`src/rtl/conv_seq_pkg.sv`:
```
package conv_seq_pkg;
  typedef enum logic [1:0] {SQ_IDLE, SQ_WAIT, SQ_CONV} sq_state_e;

  localparam logic [2:0] RS_GAIN = 3'd0;
  localparam logic [2:0] RS_CHAN = 3'd1;
  localparam logic [2:0] RS_MODE = 3'd2;
  localparam logic [2:0] RS_TRIG = 3'd3;
  localparam logic [2:0] RS_ACK  = 3'd4;

  localparam logic [2:0] MD_SW_A  = 3'b000;
  localparam logic [2:0] MD_SW_B  = 3'b001;
  localparam logic [2:0] MD_PACER = 3'b010;
  localparam logic [2:0] MD_INTR  = 3'b110;

  localparam int RES_W = 12;

  function automatic int settle_ns(input logic [2:0] code);
    case (code)
      3'd0:    return 2100;
      3'd1:    return 2500;
      3'd2:    return 2700;
      3'd3:    return 3600;
      default: return 4100;
    endcase
  endfunction

  function automatic int settle_cycles(input logic [2:0] code, input int clk_mhz);
    return (settle_ns(code) * clk_mhz + 999) / 1000;
  endfunction
endpackage

```
`src/rtl/conv_cfg_regs.sv`:
```
module conv_cfg_regs
  import conv_seq_pkg::*;
(
  input  logic       clk_i,
  input  logic       rst_ni,
  input  logic       wr_en_i,
  input  logic [2:0] wr_sel_i,
  input  logic [7:0] wr_data_i,
  output logic [2:0] gain_o,
  output logic [2:0] chan_o,
  output logic [2:0] mode_o,
  output logic [2:0] isel_o,
  output logic       gain_chg_o,
  output logic       sw_trig_o,
  output logic       ack_o
);
  logic [2:0] gain_q, chan_q, mode_q, isel_q;

  always_ff @(posedge clk_i or negedge rst_ni) begin
    if (!rst_ni) begin
      gain_q <= '0;
      chan_q <= '0;
      mode_q <= '0;
      isel_q <= '0;
    end else if (wr_en_i) begin
      case (wr_sel_i)
        RS_GAIN: gain_q <= wr_data_i[2:0];
        RS_CHAN: chan_q <= wr_data_i[2:0];
        RS_MODE: begin
          mode_q <= wr_data_i[2:0];
          isel_q <= wr_data_i[6:4];
        end
        default: ;
      endcase
    end
  end

  assign gain_chg_o = wr_en_i && (wr_sel_i == RS_GAIN) && (wr_data_i[2:0] != gain_q);
  assign sw_trig_o  = wr_en_i && (wr_sel_i == RS_TRIG);
  assign ack_o      = wr_en_i && (wr_sel_i == RS_ACK);
  assign gain_o     = gain_q;
  assign chan_o     = chan_q;
  assign mode_o     = mode_q;
  assign isel_o     = isel_q;
endmodule

```
`src/rtl/conv_settle_timer.sv`:
```
module conv_settle_timer
  import conv_seq_pkg::*;
#(
  parameter int CLK_MHZ = 50,
  localparam int MAX_CYC = (4100 * CLK_MHZ + 999) / 1000,
  localparam int CNT_W   = $clog2(MAX_CYC + 1)
) (
  input  logic             clk_i,
  input  logic             rst_ni,
  input  logic             load_i,
  input  logic [2:0]       code_i,
  output logic             zero_o,
  output logic [CNT_W-1:0] cnt_o
);
  logic [CNT_W-1:0] tbl [8];
  logic [CNT_W-1:0] cnt_q;

  for (genvar g = 0; g < 8; g++) begin : g_tbl
    assign tbl[g] = CNT_W'(settle_cycles(3'(g), CLK_MHZ));
  end

  always_ff @(posedge clk_i or negedge rst_ni) begin
    if (!rst_ni)            cnt_q <= '0;
    else if (load_i)        cnt_q <= tbl[code_i];
    else if (cnt_q != '0)   cnt_q <= cnt_q - 1'b1;
  end

  assign zero_o = (cnt_q == '0);
  assign cnt_o  = cnt_q;
endmodule

```
`src/rtl/conv_seq_fsm.sv`:
```
module conv_seq_fsm
  import conv_seq_pkg::*;
#(
  parameter int OVR_W = 8
) (
  input  logic             clk_i,
  input  logic             rst_ni,
  input  logic             sw_trig_i,
  input  logic             pacer_i,
  input  logic [2:0]       mode_i,
  input  logic             settle_zero_i,
  input  logic             done_i,
  input  logic [RES_W-1:0] data_i,
  output logic             start_o,
  output logic             busy_o,
  output logic             cplt_o,
  output logic [RES_W-1:0] res_o,
  output logic [OVR_W-1:0] ovr_o
);
  sq_state_e        st_q, st_d;
  logic [RES_W-1:0] res_q;
  logic [OVR_W-1:0] ovr_q;
  logic             sw_en, pac_en, trig;

  assign sw_en  = (mode_i == MD_SW_A) || (mode_i == MD_SW_B);
  assign pac_en = (mode_i == MD_PACER) || (mode_i == MD_INTR);
  assign trig   = (sw_en && sw_trig_i) || (pac_en && pacer_i);

  assign start_o = (st_q == SQ_WAIT) && settle_zero_i;
  assign cplt_o  = (st_q == SQ_CONV) && done_i;
  assign busy_o  = (st_q != SQ_IDLE);

  always_comb begin
    st_d = st_q;
    case (st_q)
      SQ_IDLE: if (trig)          st_d = SQ_WAIT;
      SQ_WAIT: if (settle_zero_i) st_d = SQ_CONV;
      SQ_CONV: if (done_i)        st_d = SQ_IDLE;
      default:                    st_d = SQ_IDLE;
    endcase
  end

  always_ff @(posedge clk_i or negedge rst_ni) begin
    if (!rst_ni) begin
      st_q  <= SQ_IDLE;
      res_q <= '0;
      ovr_q <= '0;
    end else begin
      st_q <= st_d;
      if (cplt_o) res_q <= data_i;
      if (trig && busy_o && (ovr_q != '1)) ovr_q <= ovr_q + 1'b1;
    end
  end

  assign res_o = res_q;
  assign ovr_o = ovr_q;
endmodule

```
`src/rtl/conv_irq_route.sv`:
```
module conv_irq_route
  import conv_seq_pkg::*;
(
  input  logic       clk_i,
  input  logic       rst_ni,
  input  logic       cplt_i,
  input  logic [2:0] mode_i,
  input  logic       ack_i,
  input  logic [2:0] isel_i,
  output logic [7:0] irq_o
);
  logic flag_q, intr_en;

  assign intr_en = (mode_i == MD_INTR);

  // completion wins over a same-cycle acknowledge
  always_ff @(posedge clk_i or negedge rst_ni) begin
    if (!rst_ni)                flag_q <= 1'b0;
    else if (cplt_i && intr_en) flag_q <= 1'b1;
    else if (ack_i)             flag_q <= 1'b0;
  end

  always_comb begin
    irq_o = '0;
    if (flag_q && intr_en) begin
      case (isel_i)
        3'b000, 3'b010: irq_o[2] = 1'b1;
        3'b001:         irq_o    = '0;
        default:        irq_o[isel_i] = 1'b1;
      endcase
    end
  end
endmodule

```
`src/rtl/conv_seq_top.sv`:
```
module conv_seq_top
  import conv_seq_pkg::*;
#(
  parameter int CLK_MHZ = 50,
  parameter int OVR_W   = 8
) (
  input  logic             clk_i,
  input  logic             rst_ni,
  input  logic             wr_en_i,
  input  logic [2:0]       wr_sel_i,
  input  logic [7:0]       wr_data_i,
  input  logic             rd_sel_i,
  output logic [7:0]       rd_data_o,
  input  logic             pacer_i,
  output logic             conv_start_o,
  output logic [2:0]       conv_chan_o,
  output logic [2:0]       conv_gain_o,
  input  logic             conv_done_i,
  input  logic [RES_W-1:0] conv_data_i,
  output logic             busy_o,
  output logic [7:0]       irq_o,
  output logic [OVR_W-1:0] overrun_o
);
  localparam int MAX_CYC = (4100 * CLK_MHZ + 999) / 1000;
  localparam int CNT_W   = $clog2(MAX_CYC + 1);

  logic [2:0]       gain_q, chan_q, mode_q, isel_q;
  logic             gain_chg, sw_trig, ack, settle_zero, cplt;
  logic [CNT_W-1:0] settle_cnt;
  logic [RES_W-1:0] res;

  conv_cfg_regs u_regs (
    .clk_i, .rst_ni, .wr_en_i, .wr_sel_i, .wr_data_i,
    .gain_o(gain_q), .chan_o(chan_q), .mode_o(mode_q), .isel_o(isel_q),
    .gain_chg_o(gain_chg), .sw_trig_o(sw_trig), .ack_o(ack)
  );

  conv_settle_timer #(.CLK_MHZ(CLK_MHZ)) u_settle (
    .clk_i, .rst_ni, .load_i(gain_chg), .code_i(wr_data_i[2:0]),
    .zero_o(settle_zero), .cnt_o(settle_cnt)
  );

  conv_seq_fsm #(.OVR_W(OVR_W)) u_fsm (
    .clk_i, .rst_ni, .sw_trig_i(sw_trig), .pacer_i, .mode_i(mode_q),
    .settle_zero_i(settle_zero), .done_i(conv_done_i), .data_i(conv_data_i),
    .start_o(conv_start_o), .busy_o, .cplt_o(cplt), .res_o(res), .ovr_o(overrun_o)
  );

  conv_irq_route u_irq (
    .clk_i, .rst_ni, .cplt_i(cplt), .mode_i(mode_q), .ack_i(ack),
    .isel_i(isel_q), .irq_o
  );

  assign rd_data_o   = rd_sel_i ? {3'b000, busy_o, res[11:8]} : res[7:0];
  assign conv_chan_o = chan_q;
  assign conv_gain_o = gain_q;
endmodule

```
`config.mk`:
```
export PLATFORM = sky130hd
export DESIGN_NAME = conv_seq_top
export DESIGN_NICKNAME = d
export VERILOG_FILES = /design/src/rtl/conv_seq_pkg.sv /design/src/rtl/conv_cfg_regs.sv /design/src/rtl/conv_settle_timer.sv /design/src/rtl/conv_seq_fsm.sv /design/src/rtl/conv_irq_route.sv /design/src/rtl/conv_seq_top.sv
export SDC_FILE = /design/constraint.sdc
export NUM_CORES = 1
export LEC_CHECK = 0
export BUFFER_PORTS_ARGS = -buffer_cell sky130_fd_sc_hd__buf_2
export CORE_MARGIN = 2
export CORE_UTILIZATION = 45
export CTS_CLUSTER_SIZE = 12
export DETAILED_ROUTE_END_ITERATION = 16
export PLACE_DENSITY = 0.7
export RECOVER_POWER = 50
export SYNTH_ARGS = -nofsm -noshare
export SYNTH_HDL_FRONTEND = slang
export SYNTH_SLANG_ARGS = --single-unit
export TNS_END_PERCENT = 30
```
`constraint.sdc`:
```
create_clock -name clk_i -period 1.9 [get_ports clk_i]
set_input_delay 0.095 -clock clk_i [delete_from_list [all_inputs] [get_ports clk_i]]
set_output_delay 0.095 -clock clk_i [all_outputs]
set_load 0.01 [all_outputs]
```
==> flow_summary_export.csv, run 1 <==
group,metric,value,unit
finish,insertedDiodeCount,0,
power_and_ir_drop,pwr-share-clk,24.7,%
clock_tree,worst_setup_hold_path_clk_slew,0.09,ns
detailed_routing,firstDrtPassIters,5,
yosys,synth.distinct_cells,45,
place,io_buffers,56,
grt,via_count_of_the_first_global_routing_pass,1462,
yosys,syn_inst,189,
place,place.gp.congestion,0.7588,
grt,grt_start_max_net_pins,44,
detailed_routing,drtAntennaViolNets,0,
power_and_ir_drop,combinationalPowerShare,27.7,%
sta,timing.final.crit_share,95.04,%
setup_path,critical_path.cell_chain,"inv_1 -> ha_2 -> nor3b_4 -> nand2_2 -> nor3b_2 -> buf_2",
power_and_ir_drop,seq_power_share,47.6,%
floorplanning,core_area,0.004723,sq mm
sta,fmax,0.5538,GHz
setup_path,type_of_destination_of_the_critical_path,"output pin",
yosys,post_synth_main_area_contributors,"dfrtp_1 49%, mux2_2 14%, xor2_1 4.4%",
sta,worst_case_setup_margin_in_the_final_layout,0.09430,ns
yosys,synthFlopType,"dfrtp_1",
floorplanning,die-height,74.13,um
sta,max-slew-margin-rel,30.50,%
clock_tree,cts_buffer_depth,2,
floorplanning,placementRows,25,
setup_path,cp_slowest_stage_delay,0.42,ns
yosys,synth-edff-count,0,
power_and_ir_drop,total_leakage_power,1.320,nW
detailed_routing,detail_route.vias_per_cell,5.142,
detailed_routing,detail_route.iter0.violations,124,
yosys,post-synth-top-area-fraction,48.62,%
grt,antenna_found_initial,0,
finish,num-nets-final,287,
clock_tree,clk_root_buffer_cell,"clkbuf_8",
yosys,synth_area_leader_cell,"dfrtp_1",
place,numPlacedInstances,312,
sta,slew_viol_final,0,
finish,areaGrowthSynthToFinish,22.44,%
sta,timing_hold_violations_final,0,
setup_path,worstPathMaxFanout,4,
place,pre_cts_slack,0.2224,ns
yosys,yosys.cell_count.top_type,"dfrtp_1",
run,maxCapViolCount,0,
sta,fin_hold_ws,0.01861,ns
finish,post_route_cells_drive_above_1_share,40.23,%
setup_path,worst_setup_path_start_kind,"flop",
power_and_ir_drop,power_density,1073,mW/mm^2
setup_path,crit_path_top_delay_cell,"dfrtp_1",
floorplanning,die-width,74.13,um
yosys,yosys_register_bits,43,
power_and_ir_drop,p_total,2.908,mW
sta,setup_total_negative_slack,0,ns
hold_path,hold_class,"primary input to flop",
place,place.detailed.hpwl,2995,um
clock_tree,insertion_delay_of_the_later_clocked_pin_in_the_worst_skew_pair,0.30,ns
grt,grt_first_pass_wirelength,6803,um
sta,clock-skew-final,0.005481,ns
clock_tree,tritoncts,"done",
setup_path,cp.buffers_inverters,2,
clock_tree,ctsHtreeMaxLevel,2,
finish,final_cells,323,
detailed_routing,wl_per_cell,13.02,um
floorplanning,die_area,0.005495,sq mm
yosys,post_synth_instance_area,0.002213,sq mm
yosys,yosysSeqAreaShare,48.62,%
sta,setup_viol_count_final,0,
detailed_routing,remaining_drc_errors,0,
power_and_ir_drop,netSwitchingFraction,33.58,%
sta,worst_slew_pin_slew,1.043,ns
power_and_ir_drop,internal_power,1.931,mW
setup_path,setup.worst_path.class,"flop to output pin",
floorplanning,ioPinCount,61,
clock_tree,tritoncts_buffers,5,
power_and_ir_drop,ir_worst_vdd,0.0005515,V
setup_path,crit_required,1.80,ns
detailed_routing,route.vias.total,1661,
yosys,syn_avg_cell_area,11.71,sq um
setup_path,worst_ep_arrival_time,1.71,ns
yosys,netlist_top_cells_count,"43 x dfrtp_1, 28 x mux2_2, 11 x xor2_1, 9 x a21oi_1, 9 x nand2_1",
sta,min_period,1.806,ns
floorplanning,starting_density,46.86,%
clock_tree,clock-sinks,43,
sta,grt_setup_unrepaired,"no",
yosys,synth_async_sr_flop_share,100.0,%
yosys,synth_warnings,0,
setup_path,cp_top_family,"simple AND/OR/NAND/NOR gates",
detailed_routing,postRouteWirelength,4205,um
grt,overflow_left_after_global_routing,0,
power_and_ir_drop,net-switching-power,976.3,uW
outcome,outcome,"finished clean",
grt,track_usage,16.43,%
[power by group through the flow]
stage                     clock [mW]  combinational [mW]  sequential [mW]
after global routing           0.781               0.911             1.42
after detailed placement           0               0.793             1.38
final                          0.717               0.806             1.38
after global placement             0               0.770             1.38
after floorplan                    0               0.513             1.38
after CTS                      0.742               0.816             1.38
[stage by stage]
stage	util (%)	cell area, sq um
2_1_floorplan	-	2217
3_5_place_dp	54.62	2580
4_1_cts	57.77	2729
5_1_grt	57.38	2710
3_3_place_gp	54.62	2580
6_report	57.38	2710
[worst paths after layout]
kind / from / end / slack (ns) / cells after the start
setup / recovery: u_settle.cnt_o[1] / conv_start_o / 0.09 / 6
hold / removal: conv_data_i[5] / u_fsm.res_o[5] / 0.02 / 2
setup reg to reg: u_settle.cnt_o[1] / u_settle.cnt_o[1] / 0.26 / 7
hold reg to reg: u_fsm.ovr_o[5] / u_fsm.ovr_o[5] / 0.49 / 1
max in group asynchronous: rst_ni / u_fsm.ovr_o[5] / 0.67 / 3
min in group asynchronous: rst_ni / u_settle.cnt_o[5] / 0.58 / 3
[sequential cells by signal (all words and copies together) (netlist names)]
| name | count |
|---|---|
| u_fsm.res_o | 12 |
| u_fsm.ovr_o | 8 |
| u_settle.cnt_o | 8 |
| u_regs.chan_o | 3 |
| u_regs.gain_o | 3 |
| u_regs.isel_o | 3 |
| u_regs.mode_o | 3 |
| u_fsm.st_q | 2 |
| u_irq.flag_q | 1 |
[layout by cell type (no fill, tap or decap), types with 5 or more instances in the layout]
cell type / netlist / routed
a21oi_1: 9 / 9
buf_2: 1 / 52
clkbuf_1: 2 / 6
clkbuf_8: 0 / 5
dfrtp_1: 43 / 43
inv_1: 7 / 7
mux2_2: 28 / 28
nand2_1: 9 / 9
nand3_1: 6 / 6
nor2_1: 8 / 8
nor2b_1: 5 / 5
nor3_1: 7 / 7
xor2_1: 11 / 11
[routing by layer]
layer	track usage (%)	routed length (um)	share of wire [%]
met1	21.50	1973	47
met2	26.39	2025	48
met3	3.930	174	4.1
met4	6.667	32	0.76
met5	0	0	0
[area by class of cell]
cell class              count  area, sq um
clock buffers               5        68.82
clock inverters             3        43.79
fillers                   414         2013
inverters                   7        26.28
multi-input cells         134         1084
flip-flops and latches     43         1076
well taps                  67        83.83
repair buffers             64        327.8
[what timing repair did]
item	CTS	global route
pin swaps	2	1
hold endpoints to repair	43	0
hold buffers	1	0
setup endpoints to repair	1	1
setup buffers	2	0
gates resized for setup	2	1
[kinds of logic after synthesis]
group                      Yosys count  share of synthesized area, %
xor gates and xnor gates            12                         4.748
adders and majority gates            3                         1.696
other                                1                        0.1694
buffers and inverters               13                         2.939
muxes                               33                         16.62
DFF                                 43                         48.61
and+or+nand+nor                     63                         18.37
AOI/OAI and AO/OA                   21                         6.840
Note: power is estimated with default switching activity, not from simulation.
==> run 2, diff against run 1 <==
--- a/config.mk
+++ b/config.mk
@@ -6,7 +6,7 @@
 export NUM_CORES = 1
 export LEC_CHECK = 0
 export BUFFER_PORTS_ARGS = -buffer_cell sky130_fd_sc_hd__buf_2
-export CORE_MARGIN = 2
+export CORE_MARGIN = 10
 export CORE_UTILIZATION = 45
 export CTS_CLUSTER_SIZE = 12
 export DETAILED_ROUTE_END_ITERATION = 16
==> flow_summary_export.csv, run 2 (synthesis results as in run 1) <==
group,metric,value,unit
place,place.detailed.hpwl,3531,um
floorplanning,die-height,90.13,um
sta,timing.final.crit_share,95.21,%
clock_tree,insertion_delay_of_the_later_clocked_pin_in_the_worst_skew_pair,0.30,ns
sta,timing_hold_violations_final,0,
run,maxCapViolCount,0,
detailed_routing,route.top_layer_used,"met4",
floorplanning,starting_density,46.55,%
hold_path,hold_class,"primary input to flop",
place,place.gp.congestion,0.7858,
sta,grt_setup_unrepaired,"yes",
clock_tree,ctsHtreeMaxLevel,2,
grt,overflow_left_after_global_routing,0,
finish,areaGrowthSynthToFinish,25.10,%
detailed_routing,drt-met1-wl,2014,um
setup_path,type_of_destination_of_the_critical_path,"output pin",
setup_path,worst_ep_arrival_time,1.71,ns
floorplanning,ioPinCount,61,
detailed_routing,route.vias.total,1633,
clock_tree,clk_root_buffer_cell,"clkbuf_8",
setup_path,worstSetupEndpoint,"conv_start_o",
setup_path,worst-r2r-setup-slack,0.27,ns
power_and_ir_drop,netSwitchingFraction,32.06,%
clock_tree,cts_buffer_depth,2,
grt,grt_first_pass_wirelength,7907,um
sta,slew_viol_final,0,
setup_path,critPathLaunch,"u_settle.cnt_o[4]",
grt,track_usage,11.65,%
detailed_routing,detail_route.iter0.violations,84,
outcome,outcome,"finished clean",
place,io_buffers,56,
detailed_routing,detailroute.wirelength.met3,430,um
setup_path,crit_required,1.80,ns
place,pre_cts_slack,0.1367,ns
finish,insertedDiodeCount,0,
sta,max-slew-margin-rel,30.58,%
detailed_routing,firstDrtPassIters,5,
detailed_routing,drtAntennaViolNets,0,
setup_path,setup.worst_path.class,"flop to output pin",
sta,worst_case_setup_margin_in_the_final_layout,0.09092,ns
sta,worst_slew_pin_slew,1.041,ns
floorplanning,core_area,0.004755,sq mm
setup_path,timing.reg2reg.worst_path_depth,5,
detailed_routing,wl_met2,2243,um
floorplanning,placementRows,25,
detailed_routing,postRouteWirelength,4733,um
finish,post_route_cells_drive_above_1_share,41.70,%
finish,final_cells,326,
finish,layout.cells.most_common,"buf_2",
floorplanning,die-width,90.13,um
sta,clock-skew-final,0.006515,ns
sta,min_period,1.809,ns
detailed_routing,wl_per_cell,14.52,um
setup_path,timing.rr.end,"u_settle.cnt_o[1]",
power_and_ir_drop,internal_power,2.081,mW
clock_tree,tritoncts,"done",
power_and_ir_drop,net-switching-power,981.6,uW
clock_tree,worst_setup_hold_path_clk_slew,0.08,ns
setup_path,worstPathMaxFanout,6,
grt,via_count_of_the_first_global_routing_pass,1677,
finish,commonest_cells_after_routing_fill_and_taps_aside,"53 x buf_2, 43 x dfrtp_1, 28 x mux2_2, 11 x xor2_1",
power_and_ir_drop,combinationalPowerShare,27.4,%
detailed_routing,remaining_drc_errors,0,
power_and_ir_drop,pwr-share-clk,27.3,%
floorplanning,die_area,0.008123,sq mm
power_and_ir_drop,seq_power_share,45.3,%
setup_path,startpoint_of_the_lowest_slack_register_to_register_path,"u_settle.cnt_o[4]",
place,numPlacedInstances,312,
clock_tree,tritoncts_buffers,5,
clock_tree,clock-sinks,43,
grt,antenna_found_initial,0,
sta,setup_viol_count_final,0,
setup_path,worst_setup_path_start_kind,"flop",
grt,grt_start_max_net_pins,44,
finish,largest_reg_flops,12,
sta,fmax,0.5528,GHz
power_and_ir_drop,ir_worst_vdd,0.0005093,V
detailed_routing,detail_route.vias_per_cell,5.009,
power_and_ir_drop,power_density,1106,mW/mm^2
power_and_ir_drop,total_leakage_power,1.358,nW
finish,num-nets-final,290,
## run 2: cell types whose count changed in the layout (fill, tap and decap cells not counted), sizes merged
| cell | change |
|---|---|
| buf | +4 |
| clkinv | -2 |
| bufinv | +1 |
## run 2: layout make-up
class                   instances  area (sq um)
fillers                       413          1986
multi-input cells             134          1099
flip-flops and latches         43          1076
repair buffers                 67         351.6
well taps                      67         83.83
clock buffers                   6         72.57
clock inverters                 2         60.06
inverters                       7         26.28
## run 2: through the flow
| stage | power, mW | cell area, sq um | hold WS, ns | utilization, % | setup TNS [ns] |
|---|---|---|---|---|---|
| 3_3_place_gp | 2.161 | 2580 | 0.2068 | 54.26 | 0 |
| 2_1_floorplan | 1.890 | 2217 | -0.2006 | - | 0 |
| 6_report | 3.062 | 2769 | 0.02848 | 58.24 | 0 |
| 3_5_place_dp | 2.180 | 2580 | 0.2076 | 54.26 | 0 |
| 5_1_grt | 3.283 | 2769 | 0.01335 | 58.24 | -0.04542 |
| 4_1_cts | 3.054 | 2734 | 0.01907 | 57.50 | 0 |
## run 2: layer usage
layer | track usage (%) | up-vias
met3 | 6.151 | 4
li1 | - | 815
met2 | 18.52 | 46
met4 | 3.581 | 0
met5 | 0 | -
met1 | 13.23 | 768
## run 2: worst max-delay path: stages (launching register included)
cell,delay (ns)
dfrtp_1,0.44
nor4_4,0.47
nand2_4,0.13
nor3b_2,0.22
buf_2,0.17
## run 2: how the worst min path moves through the flow
stage | from | endpoint | slack (ns) | depth (start not counted)
2_1_floorplan | rst_ni | u_fsm.ovr_o[0] | -0.20 | 0
3_3_place_gp | rst_ni | u_settle.cnt_o[5] | 0.21 | 2
3_5_place_dp | rst_ni | u_settle.cnt_o[5] | 0.21 | 2
4_1_cts | conv_data_i[11] | u_fsm.res_o[11] | 0.02 | 2
5_1_grt | conv_data_i[8] | u_fsm.res_o[8] | 0.01 | 2
6_report | conv_data_i[7] | u_fsm.res_o[7] | 0.03 | 2
## run 2: timing repair
action                     4_1_cts  5_1_grt
pin swaps                        0        2
gates resized for setup          2        5
setup endpoints to repair        1        1
hold buffers                     1        0
cloned                           0        0
hold endpoints to repair        43        0
buffers inserted                 0        5
## run 2: power groups by stage
stage                     clock [mW]  combinational, mW  sequential, mW
after floorplan                    0              0.513            1.38
after global placement             0              0.781            1.38
after detailed placement           0              0.793            1.39
after CTS                      0.866              0.807            1.38
after global routing           0.906              0.953            1.42
final                          0.836              0.838            1.39
==> run 3, diff against run 2 <==
--- a/config.mk
+++ b/config.mk
@@ -10,7 +10,7 @@
 export CORE_UTILIZATION = 45
 export CTS_CLUSTER_SIZE = 12
 export DETAILED_ROUTE_END_ITERATION = 16
-export PLACE_DENSITY = 0.7
+export PLACE_DENSITY = 0.73
 export RECOVER_POWER = 50
 export SYNTH_ARGS = -nofsm -noshare
 export SYNTH_HDL_FRONTEND = slang
==> constraint.sdc (replaced) <==
create_clock -name clk_i -period 1.5 [get_ports clk_i]
set_input_delay 0.075 -clock clk_i [delete_from_list [all_inputs] [get_ports clk_i]]
set_output_delay 0.075 -clock clk_i [all_outputs]
set_load 0.01 [all_outputs]
==> flow_summary_export.csv, run 3 (synthesis results as in run 1) <==
group,metric,value,unit
grt,grt_first_pass_wirelength,8997,um
finish,utilization,65.50,%
clock_tree,clock-sinks,43,
floorplanning,starting_density,46.55,%
power_and_ir_drop,total_leakage_power,1.539,nW
finish,largest_reg_flops,12,
detailed_routing,postRouteWirelength,5614,um
grt,antenna_found_initial,0,
sta,clock-skew-final,0.008066,ns
setup_path,timing.reg2reg.worst_path_depth,8,
detailed_routing,firstDrtPassIters,6,
grt,track_usage,13.22,%
detailed_routing,wl_per_cell,15.73,um
sta,timing_hold_violations_final,0,
hold_path,hold_class,"primary input to flop",
detailed_routing,drtAntennaViolNets,0,
finish,commonest_cells_after_routing_fill_and_taps_aside,"55 x buf_2, 43 x dfrtp_1, 35 x buf_4, 28 x mux2_2, 11 x xor2_1",
detailed_routing,route.vias.total,1840,
detailed_routing,detail_route.iter0.violations,118,
setup_path,worst-r2r-setup-slack,-0.21,ns
sta,worst_slew_pin_slew,1.016,ns
power_and_ir_drop,power_density,1432,mW/mm^2
grt,grt_start_max_net_pins,27,
sta,timing.final.crit_share,114.3,%
sta,max-slew-margin-rel,32.29,%
sta,fmax,0.5831,GHz
finish,num-nets-final,321,
floorplanning,die-width,90.13,um
place,dpl_cell_area,0.002778,sq mm
clock_tree,cts_buffer_depth,2,
hold_path,hold_depth,2,
setup_path,type_of_destination_of_the_critical_path,"flop",
finish,post_route_cells_drive_above_1_share,54.14,%
floorplanning,die-height,90.13,um
clock_tree,clk_root_buffer_cell,"clkbuf_8",
setup_path,setup.worst_path.class,"flop to flop",
clock_tree,insertion_delay_of_the_later_clocked_pin_in_the_worst_skew_pair,0.30,ns
grt,via_count_of_the_first_global_routing_pass,1872,
hold_path,holdPathEnd,"u_fsm.res_o[6]",
sta,slew_viol_final,0,
finish,insertedDiodeCount,0,
clock_tree,tritoncts_buffers,5,
setup_path,worst_setup_path_start_kind,"flop",
detailed_routing,detail_route.vias_per_cell,5.154,
place,io_buffers,56,
detailed_routing,remaining_drc_errors,0,
floorplanning,core_area,0.004755,sq mm
power_and_ir_drop,p_total,4.459,mW
run,maxCapViolCount,0,
sta,min_period,1.715,ns
clock_tree,ctsHtreeMaxLevel,2,
hold_path,min-delay-start,"conv_data_i[6]",
sta,worst_case_setup_margin_in_the_final_layout,-0.2149,ns
setup_path,startpoint_of_the_lowest_slack_register_to_register_path,"u_settle.cnt_o[1]",
setup_path,timing.rr.end,"u_settle.cnt_o[1]",
sta,setup_viol_count_final,20,
floorplanning,die_area,0.008123,sq mm
clock_tree,worst_setup_hold_path_clk_slew,0.08,ns
power_and_ir_drop,ir_worst_vdd,0.0009428,V
floorplanning,placementRows,25,
finish,areaGrowthSynthToFinish,40.70,%
place,place.gp.congestion,0.7702,
setup_path,crit_required,1.70,ns
finish,final_cells,357,
finish,layout.cells.most_common,"buf_2",
place,numPlacedInstances,336,
setup_path,worstPathMaxFanout,6,
setup_path,worst_ep_arrival_time,1.92,ns
outcome,violations_in_the_final_reports,"setup timing",
floorplanning,ioPinCount,61,
grt,overflow_left_after_global_routing,0,
clock_tree,tritoncts,"done",
outcome,outcome,"finished, violations left",
sta,grt_setup_unrepaired,"yes",
place,place.detailed.hpwl,3956,um
finish,fin_area,0.003114,sq mm
[run 3: cell types whose count changed in the layout (fill, tap and decap cells not counted), sizes merged]
cell         before  now
buf              60   94
clkbuf           12    7
dlygate4sd3       1    3
[run 3: cell type report]
cell class / count / area [sq um]
Fill cell: 372 / 1640
Multi-Input combinational cell: 134 / 1179
Sequential cell: 43 / 1076
Timing Repair Buffer: 98 / 616.8
Tap cell: 67 / 83.83
Clock buffer: 6 / 72.57
Clock inverter: 2 / 60.06
Inverter: 7 / 26.28
[run 3: critical path, stage by stage (launching register included)]
cell     delay, ns
dfrtp_1       0.41
inv_2         0.09
ha_4          0.13
nor3b_4       0.23
nand2_2       0.10
buf_4         0.15
buf_6         0.13
and2_1        0.17
o31ai_1       0.20
[run 3: per-layer routing]
| layer | up-vias | wire length [um] | share of wire [%] | GRT usage, % |
|---|---|---|---|---|
| li1 | 877 | - | - | - |
| met1 | 902 | 2468 | 44 | 15.24 |
| met2 | 51 | 2728 | 49 | 22.22 |
| met3 | 10 | 328 | 5.8 | 4.655 |
| met4 | 0 | 89 | 1.6 | 4.509 |
| met5 | - | 0 | 0 | 0 |
[run 3: through the flow]
step	hold slack [ns]	setup TNS [ns]	setup WS [ns]
floorplan	-0.2206	-0.02941	-0.02941
global placement	0.04743	-0.03782	-0.02110
detailed placement	0.05215	-0.1820	-0.07898
CTS	0.0006517	-0.6097	-0.2032
global route	0.003145	-3.142	-0.2570
finish	0.006251	-1.401	-0.2149
[run 3: where the power goes]
part	leakage [nW]	internal [mW]	switching, mW
logic	0.928	0.937	0.792
registers	0.545	1.42	0.246
clock network	0.0654	0.665	0.395
[run 3: timing repair]
item                                   4_1_cts  5_1_grt
buffers inserted                             8        2
pin swaps                                    7        8
setup endpoints to repair                   15       23
resized for setup                           10       15
endpoints found under the hold margin       18        1
hold buffers                                 2        1
[run 3: worst max-delay path by stage]
stage,start,end,slack [ns],cells past startpoint
after floorplan,u_fsm.ovr_o[3],u_fsm.ovr_o[1],-0.03,4
after global routing,u_settle.cnt_o[1],conv_start_o,-0.26,6
final,u_settle.cnt_o[1],u_settle.cnt_o[1],-0.21,8
after detailed placement,u_regs.mode_o[1],u_fsm.ovr_o[7],-0.08,4
after CTS,u_settle.cnt_o[1],conv_start_o,-0.20,6
after global placement,u_regs.mode_o[1],u_fsm.ovr_o[7],-0.02,4
